==> config.mk <==
export PLATFORM = sky130hd
export DESIGN_NAME = dual_slope_ctrl
export DESIGN_NICKNAME = d
export VERILOG_FILES = /design/src/rtl/ds_ctrl_pkg.sv /design/src/rtl/ds_cmp_sync.sv /design/src/rtl/ds_phase_cnt.sv /design/src/rtl/dual_slope_ctrl.sv
export SDC_FILE = /design/constraint.sdc
export NUM_CORES = 1
export LEC_CHECK = 0
export BUFFER_PORTS_ARGS = -buffer_cell sky130_fd_sc_hd__buf_4
export CAP_MARGIN = 40
export CORE_ASPECT_RATIO = 1.25
export CORE_MARGIN = 2
export CORE_UTILIZATION = 30
export DETAILED_ROUTE_END_ITERATION = 12
export GPL_TIMING_DRIVEN = 0
export SLEW_MARGIN = 20
export SYNTH_ARGS = -nofsm -noshare
export SYNTH_HDL_FRONTEND = slang
export SYNTH_SLANG_ARGS = --single-unit
==> constraint.sdc <==
create_clock -name clk -period 2.73 [get_ports clk]
set_input_delay 0.546 -clock clk [delete_from_list [all_inputs] [get_ports clk]]
set_output_delay 0.546 -clock clk [all_outputs]
set_load 0.02 [all_outputs]
==> src/rtl/ds_ctrl_pkg.sv <==
`timescale 1ns/1ps
package ds_ctrl_pkg;
  typedef enum logic [2:0] {
    ST_IDLE,
    ST_CLEAR,
    ST_ACCUM,
    ST_DRAIN,
    ST_FINISH
  } ds_state_t;
endpackage

==> src/rtl/ds_cmp_sync.sv <==
`timescale 1ns/1ps
module ds_cmp_sync #(
  parameter int STAGES = 2
) (
  input  logic clk,
  input  logic rst,
  input  logic din,
  output logic dout
);
  logic [STAGES-1:0] chain;

  generate
    if (STAGES == 1) begin : g_single
      always_ff @(posedge clk) begin
        if (rst) chain <= '0;
        else     chain <= din;
      end
    end else begin : g_multi
      always_ff @(posedge clk) begin
        if (rst) chain <= '0;
        else     chain <= {chain[STAGES-2:0], din};
      end
    end
  endgenerate

  assign dout = chain[STAGES-1];
endmodule

==> src/rtl/ds_phase_cnt.sv <==
`timescale 1ns/1ps
module ds_phase_cnt #(
  parameter int W = 8
) (
  input  logic         clk,
  input  logic         rst,
  input  logic         clr,
  input  logic         en,
  output logic [W-1:0] cnt
);
  always_ff @(posedge clk) begin
    if (rst || clr) cnt <= '0;
    else if (en)    cnt <= cnt + W'(1);
  end
endmodule

==> src/rtl/dual_slope_ctrl.sv <==
`timescale 1ns/1ps
module dual_slope_ctrl
  import ds_ctrl_pkg::*;
#(
  parameter int INT_TICKS   = 64,
  parameter int RES_W       = 8,
  parameter int SYNC_STAGES = 2
) (
  input  logic             clk,
  input  logic             rst,
  input  logic             start,
  input  logic             cmp_zero,
  output logic             sel_ref,
  output logic             int_reset,
  output logic             busy,
  output logic [RES_W-1:0] result,
  output logic             done,
  output logic             overflow
);
  localparam int TICK_W   = $clog2(INT_TICKS + 1);
  localparam int PH_W     = (RES_W > TICK_W) ? RES_W : TICK_W;
  localparam int CLEAR_CYC = 2;
  localparam logic [PH_W-1:0] CLEAR_LAST = PH_W'(CLEAR_CYC - 1);
  localparam logic [PH_W-1:0] ACCUM_LAST = PH_W'(INT_TICKS - 1);
  localparam logic [PH_W-1:0] DRAIN_MAX  = PH_W'({RES_W{1'b1}});
  localparam logic [PH_W:0]   SYNC_LAT   = (PH_W+1)'(SYNC_STAGES);

  ds_state_t       st, nxt;
  logic [PH_W-1:0] cnt;
  logic            cmp_s;
  logic [PH_W:0]   elapsed;
  logic [PH_W:0]   measured;

  ds_cmp_sync #(.STAGES(SYNC_STAGES)) sync_i (
    .clk  (clk),
    .rst  (rst),
    .din  (cmp_zero),
    .dout (cmp_s)
  );

  ds_phase_cnt #(.W(PH_W)) cnt_i (
    .clk (clk),
    .rst (rst),
    .clr (nxt != st),
    .en  (st != ST_IDLE),
    .cnt (cnt)
  );

  always_comb begin
    nxt = st;
    unique case (st)
      ST_IDLE:   if (start)                       nxt = ST_CLEAR;
      ST_CLEAR:  if (cnt == CLEAR_LAST)           nxt = ST_ACCUM;
      ST_ACCUM:  if (cnt == ACCUM_LAST)           nxt = ST_DRAIN;
      ST_DRAIN:  if (cmp_s || cnt == DRAIN_MAX)   nxt = ST_FINISH;
      ST_FINISH:                                  nxt = ST_IDLE;
      default:                                    nxt = ST_IDLE;
    endcase
  end

  // cycles spent in the reference phase, minus the synchronizer delay
  always_comb begin
    elapsed  = (PH_W+1)'(cnt) + (PH_W+1)'(1);
    measured = (elapsed >= SYNC_LAT) ? (elapsed - SYNC_LAT) : '0;
  end

  always_ff @(posedge clk) begin
    if (rst) begin
      st        <= ST_IDLE;
      busy      <= 1'b0;
      sel_ref   <= 1'b0;
      int_reset <= 1'b0;
      done      <= 1'b0;
      result    <= '0;
      overflow  <= 1'b0;
    end else begin
      st        <= nxt;
      busy      <= (nxt != ST_IDLE);
      sel_ref   <= (nxt == ST_DRAIN);
      int_reset <= (nxt == ST_CLEAR);
      done      <= (nxt == ST_FINISH);
      if (st == ST_DRAIN && nxt == ST_FINISH) begin
        if (cmp_s) begin
          result   <= measured[RES_W-1:0];
          overflow <= 1'b0;
        end else begin
          result   <= '1;
          overflow <= 1'b1;
        end
      end
    end
  end
endmodule

After elaboration in Yosys (flattened, before gate mapping)
Cells that the tools add are included.
{ "op_classes": {"reduce_logical": 6, "muxes": 8, "eq_ne": 10, "magnitude_cmp": 1, "add_sub_neg": 3} }
{ "ops": {"columns": ["operator", "count"], "rows": [
  ["$mux 8", 2],
  ["$mux 3", 4],
  ["$pmux 3 s4", 1],
  ["$add 8x1->9 const B", 1],
  ["$eq 3x2->1 const B", 3],
  ["$ge 9x2->1 const B", 1],
  ["$add 8x1->8 const B", 1],
  ["$eq 8x1->1 const B", 1],
  ["$eq 8x6->1 const B", 1],
  ["$eq 8x8->1 const B", 1],
  ["$sub 8x2->8 const B", 1],
  ["$eq 3x1->1 const B", 2],
  ["$reduce_bool 3->1", 2],
  ["$eq 3x3->1 const B", 1],
  ["$logic_not 3->1", 1],
  ["$ne 3x3->1", 1],
  ["$logic_or 1x1->1", 2],
  ["$logic_and 1x1->1", 1],
  ["$mux 1", 1]
]} }
{ "word_totals": {"output_inout_bits": 13, "inputBits": 4, "ff_bits": 26} }

Longest topological paths before layout
Gate-level depths: netlist of the first run.
{ "logic_depth": {"depth_word": 6, "depth_mapped": 10} }

Modules after synthesis
From an unflattened synthesis of the first run, not the netlist that was laid out.
{ "unflattened": {"hier_cells": 177, "hier_area_um2": 1512.7} }
{ "modules_own_cells": {"columns": ["mod", "area_per_inst_um2", "instances", "cells_each"], "rows": [
  ["dual_slope_ctrl", 1114.8, 1, 135],
  ["ds_phase_cnt", 345.3, 1, 38],
  ["ds_cmp_sync", 52.6, 1, 4]
]} }

Least setup slack after synthesis of the first run
No wires, ideal clock.
{ "synth_path": {"path_type": "reg2reg", "from": "reg cnt_i.cnt[0]", "to": "reg result[1]", "path_stages_with_launch": 10, "path_buffers": 1, "arrival_ps": 1895, "t_required_ps": 2598, "path_slack_ps": 703, "cell_sequence": "dfxtp_1 -> ha_1 -> buf_4 -> xnor2_1 -> ha_1 -> nand3_1 -> a22oi_2 -> nand3_2 -> a21oi_1 -> nor3_1"} }
{ "synth_via": {"elab_chain_cells": 6} }
{ "synth_rtl": {"columns": ["item", "line_no", "rtl"], "rows": [
  ["start, declared", "ds_phase_cnt.sv:9", "output logic [W-1:0] cnt"],
  ["start signal, assigned", "ds_phase_cnt.sv:13", "else if (en) cnt <= cnt + W'(1);"],
  ["branches (longest 6 deep; another with $add 8x1->9)", null, null],
  ["end signal, assigned", "dual_slope_ctrl.sv:84", "result <= measured[RES_W-1:0];"],
  ["end, declared", "dual_slope_ctrl.sv:16", "output logic [RES_W-1:0] result,"]
]} }
Several ways; the timed one is not identified.
A chain may end at the register's enable or synchronous reset.

Worst setup path after layout of the first run
{ "layout_path": {"from": "reg cnt_i.cnt[0]", "to": "reg result[2]"} }
The elaborated chain is that of the path after synthesis.

==> flow_summary.yaml, run 1 <==
global_route:
  overflow: 0
  antenna_found_initial: 0
  grtUsageTotal: 0.116
  grt_pass1_wl_um: 4920
  grt_pass1_vias: 1120
  grt_max_degree: 15
synthesis:
  yosys_warnings: 0
  synth_seq_cells: 26
  synth-adder-area-share: 0.0349
  synth.area.mux_share: 0.00698
  async_reset_ff_frac: 0
  netlist_area_mm2: 0.00143
  synth_top_family_by_area: "simple AND/OR/NAND/NOR gates"
  synth_xor_area_frac: 0.104
  ys_seq_area_frac: 0.363
  ys_types: 42
  syn_nets: 179
  yosys_most_used_dff: "dfxtp_1"
  synth_edf_count: 0
  avgSynthCellArea_um2: 8.39
  synthSimpleGateAreaFrac: 0.300
  synthCells: 171
  synth_compound_area_frac: 0.133
drt:
  drt-wirelength-per-cell_um: 11.5
  drc: 0
  vias: 1199
  vias_per_cell: 4.78
  drt_iter0_markers: 58
  drtAntennaViolNets: 0
  routed_wl_um: 2880
  first_pass_iters: 4
place:
  place_congestion: 0.776
  placed_cell_area_mm2: 0.00163
  dp_hpwl_um: 2180
  port_buffers: 16
pwr:
  p_seq_frac: 0.518
  p_int_uw: 567
  p_sw_uw: 197
  power.density_mw_per_mm2: 454
  p_leak_uw: 0.000637
  p_comb_frac: 0.159
  switching_share: 0.258
  peakVddDrop_mv: 0.203
  clockPowerShare: 0.323
sta:
  setup_viol: 0
  fmax_ghz: 0.433
  slew_violations: 0
  tightest_slew_ns: 0.717
  hold_violations: 0
  fin_setup_tns_ns: 0
  fin_crit_sh: 0.846
  max_slew_margin: 0.519
  rsz0062_at_grt: "false"
  fin_worst_skew_ns: 0.00333
  period_needed_ns: 2.31
cts:
  worst_skew_pair.late_latency_ns: 0.27
  cts.sinks: 26
  ctsHoldBuffers: 0
  cts_tree: "done"
  cts.clk_slew.worst_paths_ns: 0.09
  cts_buffer_depth: 2
  htreeDepth: 1
  cts_inserted_buffers: 3
  cts.repair.resized: 0
  post_cts_buffers: 0
  cts-root-buf: "clkbuf_8"
die:
  ioPinCount: 17
  die_area_mm2: 0.00535
  rows: 28
  die_h_um: 81.3
  core_area_mm2: 0.00466
  start_util: 0.308
  fp.dieW_um: 65.8
worst_setup_path:
  path_max_fanout: 10
  crit_required_ns: 2.88
  worstSetupStartpointType: "flip-flop"
  critPathArrivalTime_ns: 2.46
  crit_type: "flip-flop to flip-flop"
  end_kind: "flip-flop"
cells_and_area:
  nets: 200
  layout_commonest_cell: "dfxtp_1"
  final_core_util: 0.361
  fin_area_mm2: 0.00168
  drive_gt1_frac: 0.183
  final_cell_mix: "26 x dfxtp_1, 21 x nor2_1, 19 x nor3_1"
  diodes: 0
  area_delta_synth_final_pct: 17.5
run_status:
  status: "finished clean"
min_path:
  hold_path_class: "flip-flop to flip-flop"
flow_run:
  cap_viol_max_count: 0
## routing by layer
metal	global-route usage	vias up	share of wire
li1	-	636	-
met1	0.135	546	0.48
met2	0.212	15	0.49
met3	0.0166	2	0.024
met4	0.0438	0	0.013
met5	0	-	0
## final timing paths
| check | from | end | slack, ns | cells past startpoint |
|---|---|---|---|---|
| setup / recovery | cnt_i.cnt[0]$_SDFFE_PP0N_ | result[2]$_SDFFE_PP0P_ | 0.42 | 9 |
| hold / removal | sync_i.chain[0]$_SDFF_PP0_ | sync_i.chain[1]$_SDFF_PP0_ | 0.46 | 1 |
| setup reg to reg | cnt_i.cnt[0]$_SDFFE_PP0N_ | result[2]$_SDFFE_PP0P_ | 0.42 | 9 |
| hold reg to reg | sync_i.chain[0]$_SDFF_PP0_ | sync_i.chain[1]$_SDFF_PP0_ | 0.46 | 1 |
## power groups by stage
stage	registers (uW)	logic (uW)	clock network (uW)
after global placement	405	121	0
after CTS	396	123	257
final	396	121	247
after detailed placement	404	122	0
after global routing	397	137	266
after floorplan	409	85.5	0
## cells in the mapped netlist, types with 2 or more instances
cell type / instances / area [um2]
dfxtp_1: 26 / 521
nor2b_1: 5 / 31.3
o21ai_0: 2 / 10.0
buf_4: 2 / 15.0
inv_1: 4 / 15.0
ha_1: 4 / 50.1
and2_1: 3 / 18.8
nor2_1: 21 / 78.8
nand3_1: 4 / 20.0
xor2_1: 6 / 52.6
a21oi_1: 10 / 50.1
a211oi_1: 4 / 30.0
clkbuf_1: 6 / 22.5
buf_2: 4 / 20.0
nor3_1: 19 / 95.1
or3_1: 3 / 18.8
nand4_1: 2 / 12.5
nor3b_1: 2 / 15.0
xnor2_1: 11 / 96.3
a31oi_1: 3 / 18.8
nand2_1: 9 / 33.8
## stage by stage
stage                     power [uW]  instances  hold slack, ns  setup slack [ns]
after floorplan                  494        171           0.414             0.703
after global placement           526        247           0.434             0.447
after detailed placement         526        247           0.448             0.435
after CTS                        775        251           0.470             0.418
after global routing             800        251           0.477             0.186
final                            764        251           0.464             0.420
## logic make-up after synthesis
kind of cell | after synthesis
flip-flops | 26
XOR/XNOR | 17
AO/OA/AOI/OAI | 28
multiplexers | 1
AND/OR/NAND/NOR | 78
adder cells (fa/ha/maj) | 4
buffers and inverters | 17
## critical path: stages (launching register included)
cell	delay (ns)
dfxtp_1	0.40
ha_1	0.23
buf_4	0.18
xnor2_1	0.27
ha_1	0.29
nand3_1	0.13
a22oi_2	0.27
nand3_2	0.17
a21oi_1	0.19
nor3_1	0.06
## registers in the layout (all words and copies together) (netlist names)
name / cells
cnt_i.cnt: 8
sel_ref: 1
int_reset: 1
st: 3
sync_i.chain: 2
done: 1
busy: 1
result: 8
overflow: 1
## final cells by class
type	instances	area, um2
multi-input combinational	128	830
sequential	26	520
timing repair buffer	16	120
tap	60	75.1
inverter	4	15.0
fill	521	2980
clock buffer	4	55.1
buffer	13	68.8
Power figures use the tool's default switching activity.
==> inputs of run 2 (changes only) <==
==> constraint.sdc (replaced) <==
create_clock -name clk -period 2 [get_ports clk]
set_input_delay 0.4 -clock clk [delete_from_list [all_inputs] [get_ports clk]]
set_output_delay 0.4 -clock clk [all_outputs]
set_load 0.02 [all_outputs]
==> flow_summary.yaml, run 2 (synthesized netlist as in run 1, its figures left out) <==
run_status:
  status: "finished clean"
sta:
  fin_crit_sh: 0.953
  setup_viol: 0
  tightest_slew_ns: 0.743
  max_slew_margin: 0.501
  hold-worst-slack_ns: 0.348
  slew_violations: 0
  period_needed_ns: 1.91
  hold_violations: 0
  rsz0062_at_grt: "true"
  fin_worst_skew_ns: 0.00136
  fmax_ghz: 0.525
  fin_setup_tns_ns: 0
place:
  dp_hpwl_um: 2210
  port_buffers: 16
  place_congestion: 0.771
drt:
  drt_iter0_markers: 83
  routed_wl_um: 3240
  vias: 1235
  drc: 0
  vias_per_cell: 4.81
  drt-wirelength-per-cell_um: 12.6
  first_pass_iters: 4
  drtAntennaViolNets: 0
flow_run:
  cap_viol_max_count: 0
global_route:
  grt_max_degree: 14
  antenna_found_initial: 0
  grtUsageTotal: 0.132
  grt_pass1_wl_um: 5440
  overflow: 0
  grt_pass1_vias: 1212
cells_and_area:
  area_delta_synth_final_pct: 29.0
  fill_cells: 487
  nets: 207
  layout_commonest_cell: "buf_4"
  final_core_util: 0.397
  drive_gt1_frac: 0.299
  final_cell_mix: "26 x buf_4, 24 x dfxtp_1, 20 x nor2_1"
  diodes: 0
  top_regs: "cnt_i.cnt: 8 flops, result: 8 flops, st: 3 flops"
worst_setup_path:
  end_kind: "flip-flop"
  crit_type: "flip-flop to flip-flop"
  crit_required_ns: 2.15
  r2r-start: "cnt_i.cnt[0]$_SDFFE_PP0N_"
  path_max_fanout: 7
  cp-startpoint: "cnt_i.cnt[0]$_SDFFE_PP0N_"
  critPathArrivalTime_ns: 2.05
  worstSetupStartpointType: "flip-flop"
die:
  core_area_mm2: 0.00466
  die_area_mm2: 0.00535
  start_util: 0.308
  rows: 28
  fp.dieW_um: 65.8
  die_h_um: 81.3
  ioPinCount: 17
pwr:
  power.density_mw_per_mm2: 567
  p_leak_uw: 0.000676
  power.total_uw: 1050
  peakVddDrop_mv: 0.211
cts:
  cts_buffer_depth: 2
  cts_tree: "done"
  ctsHoldBuffers: 0
  cts.clk_slew.worst_paths_ns: 0.09
  cts-root-buf: "clkbuf_8"
  htreeDepth: 1
  cts.sinks: 26
  worst_skew_pair.late_latency_ns: 0.27
  cts_inserted_buffers: 3
min_path:
  hold_start: "cmp_zero"
  hold_path_class: "input port to flip-flop"
## run 2: cell count changes in the layout (fill, tap and decap cells not counted), moves of 2 or more
| cell | before | now |
|---|---|---|
| buf_4 | 18 | 26 |
| ha_4 | 0 | 3 |
| a21oi_2 | 1 | 7 |
| dfxtp_1 | 26 | 24 |
| dfxtp_4 | 0 | 2 |
| a21oi_1 | 10 | 3 |
| ha_1 | 4 | 1 |
## run 2: path summary, 6_finish.rpt
| path | endpoint | slack, ns | cells past startpoint |
|---|---|---|---|
| min reg2reg | sync_i.chain[1]$_SDFF_PP0_ | 0.47 | 1 |
| max | result[4]$_SDFFE_PP0P_ | 0.09 | 8 |
| min | sync_i.chain[0]$_SDFF_PP0_ | 0.35 | 2 |
| max reg2reg | result[4]$_SDFFE_PP0P_ | 0.09 | 8 |
## run 2: metrics by stage
| stage | setup slack [ns] | instances | area [um2] |
|---|---|---|---|
| floorplan | 0.0554 | 171 | 1440 |
| global route | -0.00583 | 257 | 1850 |
| global placement | -0.218 | 247 | 1640 |
| finish | 0.0936 | 257 | 1850 |
| CTS | 0.00521 | 256 | 1810 |
| detailed placement | -0.241 | 247 | 1640 |
## run 2: area by class of cell
type	instances	area, um2	area share
Multi-Input combinational cell	128	945	0.511
Sequential cell	26	528	0.286
Clock buffer	3	41.3	0.0223
Tap cell	60	75.1	0.0406
Inverter	4	15.0	0.00812
Timing Repair Buffer	25	188	0.101
Buffer	11	57.6	0.0311
## run 2: worst max-delay path, cell delays in order (launching register included)
cell	delay, ns
dfxtp_4	0.37
buf_4	0.13
buf_4	0.13
nand4_1	0.22
nand4bb_1	0.28
a22oi_2	0.24
nand3_4	0.17
a21oi_2	0.18
nor3_2	0.06
## run 2: timing repair
action,in CTS,in global routing
resized for setup,17,8
pin swaps,8,10
setup buffers,7,2
endpoints found under the setup margin,20,18
## run 2: power breakdown
part	switching, uW	internal [uW]	leakage, uW
logic	122	95.5	0.000442
clock network	159	135	0.0000216
registers	6.96	530	0.000212
total	289	761	0.000676
## run 2: routing by layer
layer	GRT usage	share of wire	wire length (um)
met1	0.138	0.43	1380
met2	0.256	0.54	1740
met3	0.0166	0.023	76
met4	0.0625	0.013	41
met5	0	0	0
==> inputs of run 3 (changes only) <==
==> constraint.sdc (replaced) <==
create_clock -name clk -period 2 [get_ports clk]
set_input_delay 0 -clock clk [delete_from_list [all_inputs] [get_ports clk]]
set_output_delay 0 -clock clk [all_outputs]
set_load 0.02 [all_outputs]
==> flow_summary.yaml, run 3 (synthesized netlist as in run 1, its figures left out) <==
cells_and_area:
  drive_gt1_frac: 0.295
  fin_area_mm2: 0.00188
  top_regs: "cnt_i.cnt: 8 flops, result: 8 flops, st: 3 flops"
  nets: 210
  layout_commonest_cell: "buf_4"
  diodes: 0
  regArea_um2: 528
  area_delta_synth_final_pct: 31.1
  multi_input_area_um2: 945
  fill_cells: 481
  final_cell_mix: "26 x buf_4, 24 x dfxtp_1, 20 x nor2_1"
sta:
  fin_crit_sh: 0.957
  fin_worst_skew_ns: 0.00139
  tightest_slew_ns: 0.747
  fin_setup_tns_ns: 0
  period_needed_ns: 1.91
  hold-worst-slack_ns: 0.351
  max_slew_margin: 0.498
  setup_viol: 0
  rsz0062_at_grt: "true"
  hold_violations: 0
  fmax_ghz: 0.522
  slew_violations: 0
global_route:
  grt_use_met3: 0.0166
  grt_pass1_vias: 1230
  overflow: 0
  grt_pass1_wl_um: 5490
  antenna_found_initial: 0
  grt_busiest_layer: "met2"
  grtUsageTotal: 0.133
  grt_max_degree: 14
  grt_use_met1: 0.138
  use_met2: 0.260
die:
  fp.dieW_um: 65.8
  start_util: 0.308
  rows: 28
  die_h_um: 81.3
  ioPinCount: 17
  core_area_mm2: 0.00466
  die_area_mm2: 0.00535
pwr:
  p_leak_uw: 0.000690
  peakVddDrop_mv: 0.211
  power.total_uw: 1050
  power.density_mw_per_mm2: 561
drt:
  first_pass_iters: 4
  drt_iter0_markers: 75
  vias_per_cell: 4.80
  drc: 0
  vias: 1247
  routed_wl_um: 3270
  drt-wirelength-per-cell_um: 12.6
  drtAntennaViolNets: 0
cts:
  cts_buffer_depth: 2
  cts.clk_slew.worst_paths_ns: 0.09
  worst_skew_pair.late_latency_ns: 0.27
  cts.sinks: 26
  cts_tree: "done"
  cts_inserted_buffers: 3
  htreeDepth: 1
  cts-root-buf: "clkbuf_8"
worst_setup_path:
  crit_required_ns: 2.15
  path_max_fanout: 7
  critPathArrivalTime_ns: 2.06
  crit_type: "flip-flop to flip-flop"
  worstSetupStartpointType: "flip-flop"
  cp_slowest_cell: "dfxtp_4"
  end_kind: "flip-flop"
  crit_chain: "buf_4 > buf_4 > nand4_1 > nand4bb_1 > a22oi_2 > nand3_4 > a21oi_2 > nor3_2"
  crit_buf_inv: 2
  crit_path_frequent_cell: "buf_4"
  cp_top_family: "simple AND/OR/NAND/NOR gates"
  max_stage_delay_ns: 0.37
min_path:
  hold_path_class: "input port to flip-flop"
place:
  dp_hpwl_um: 2210
  place_congestion: 0.771
  port_buffers: 16
  placed_cell_area_mm2: 0.00164
flow_run:
  cap_viol_max_count: 0
run_status:
  status: "finished clean"
-- run 3: cell types whose count changed in the layout (fill, tap and decap cells not counted) --
cell,before,now
dlygate4sd3_1,0,3
-- run 3: area by class of cell --
type	count	area share
sequential	26	0.281
tap	60	0.0399
multi-input combinational	128	0.503
inverter	4	0.00799
buffer	11	0.0306
clock buffer	3	0.0220
timing repair buffer	28	0.116
-- run 3: final timing paths --
check | startpoint | to | slack [ns] | depth (start not counted)
min | start | busy$_SDFF_PP0_ | 0.35 | 5
max reg2reg | cnt_i.cnt[0]$_SDFFE_PP0N_ | result[4]$_SDFFE_PP0P_ | 0.09 | 8
min reg2reg | sync_i.chain[0]$_SDFF_PP0_ | sync_i.chain[1]$_SDFF_PP0_ | 0.47 | 1
max | cnt_i.cnt[0]$_SDFFE_PP0N_ | result[4]$_SDFFE_PP0P_ | 0.09 | 8
-- run 3: power breakdown --
part / internal [uW] / switching (uW) / total (uW)
logic: 99.3 / 123 / 222
registers: 530 / 6.96 / 537
clock network: 135 / 159 / 294
total: 765 / 289 / 1050
-- run 3: metrics by stage --
stage                     utilization  std cells  worst slack, ns
final                           0.403        260           0.0860
after detailed placement        0.352        247           -0.241
after global routing            0.403        260         -0.00583
after global placement          0.352        247           -0.218
after floorplan                     -        171           0.0554
after CTS                       0.396        259          0.00521
-- run 3: worst reg2reg max path, stage by stage (launching register included) --
cell and delay [ns]:
dfxtp_4 0.37, buf_4 0.13, buf_4 0.13, nand4_1 0.22, nand4bb_1 0.29, a22oi_2 0.24, nand3_4 0.17, a21oi_2 0.18
nor3_2 0.06
-- run 3: routing by layer --
layer | up-vias | wire, um
met5 | - | 0
met4 | 0 | 41
met3 | 2 | 88
met2 | 19 | 1760
met1 | 572 | 1380
li1 | 654 | -
-- run 3: timing repair --
action | 4_1_cts | 5_1_grt
setup endpoints to repair | 20 | 18
endpoints found under the hold margin | 6 | 0
hold buffers | 3 | 0
pin swaps | 8 | 10
resized for setup | 17 | 8
buffers inserted | 7 | 2
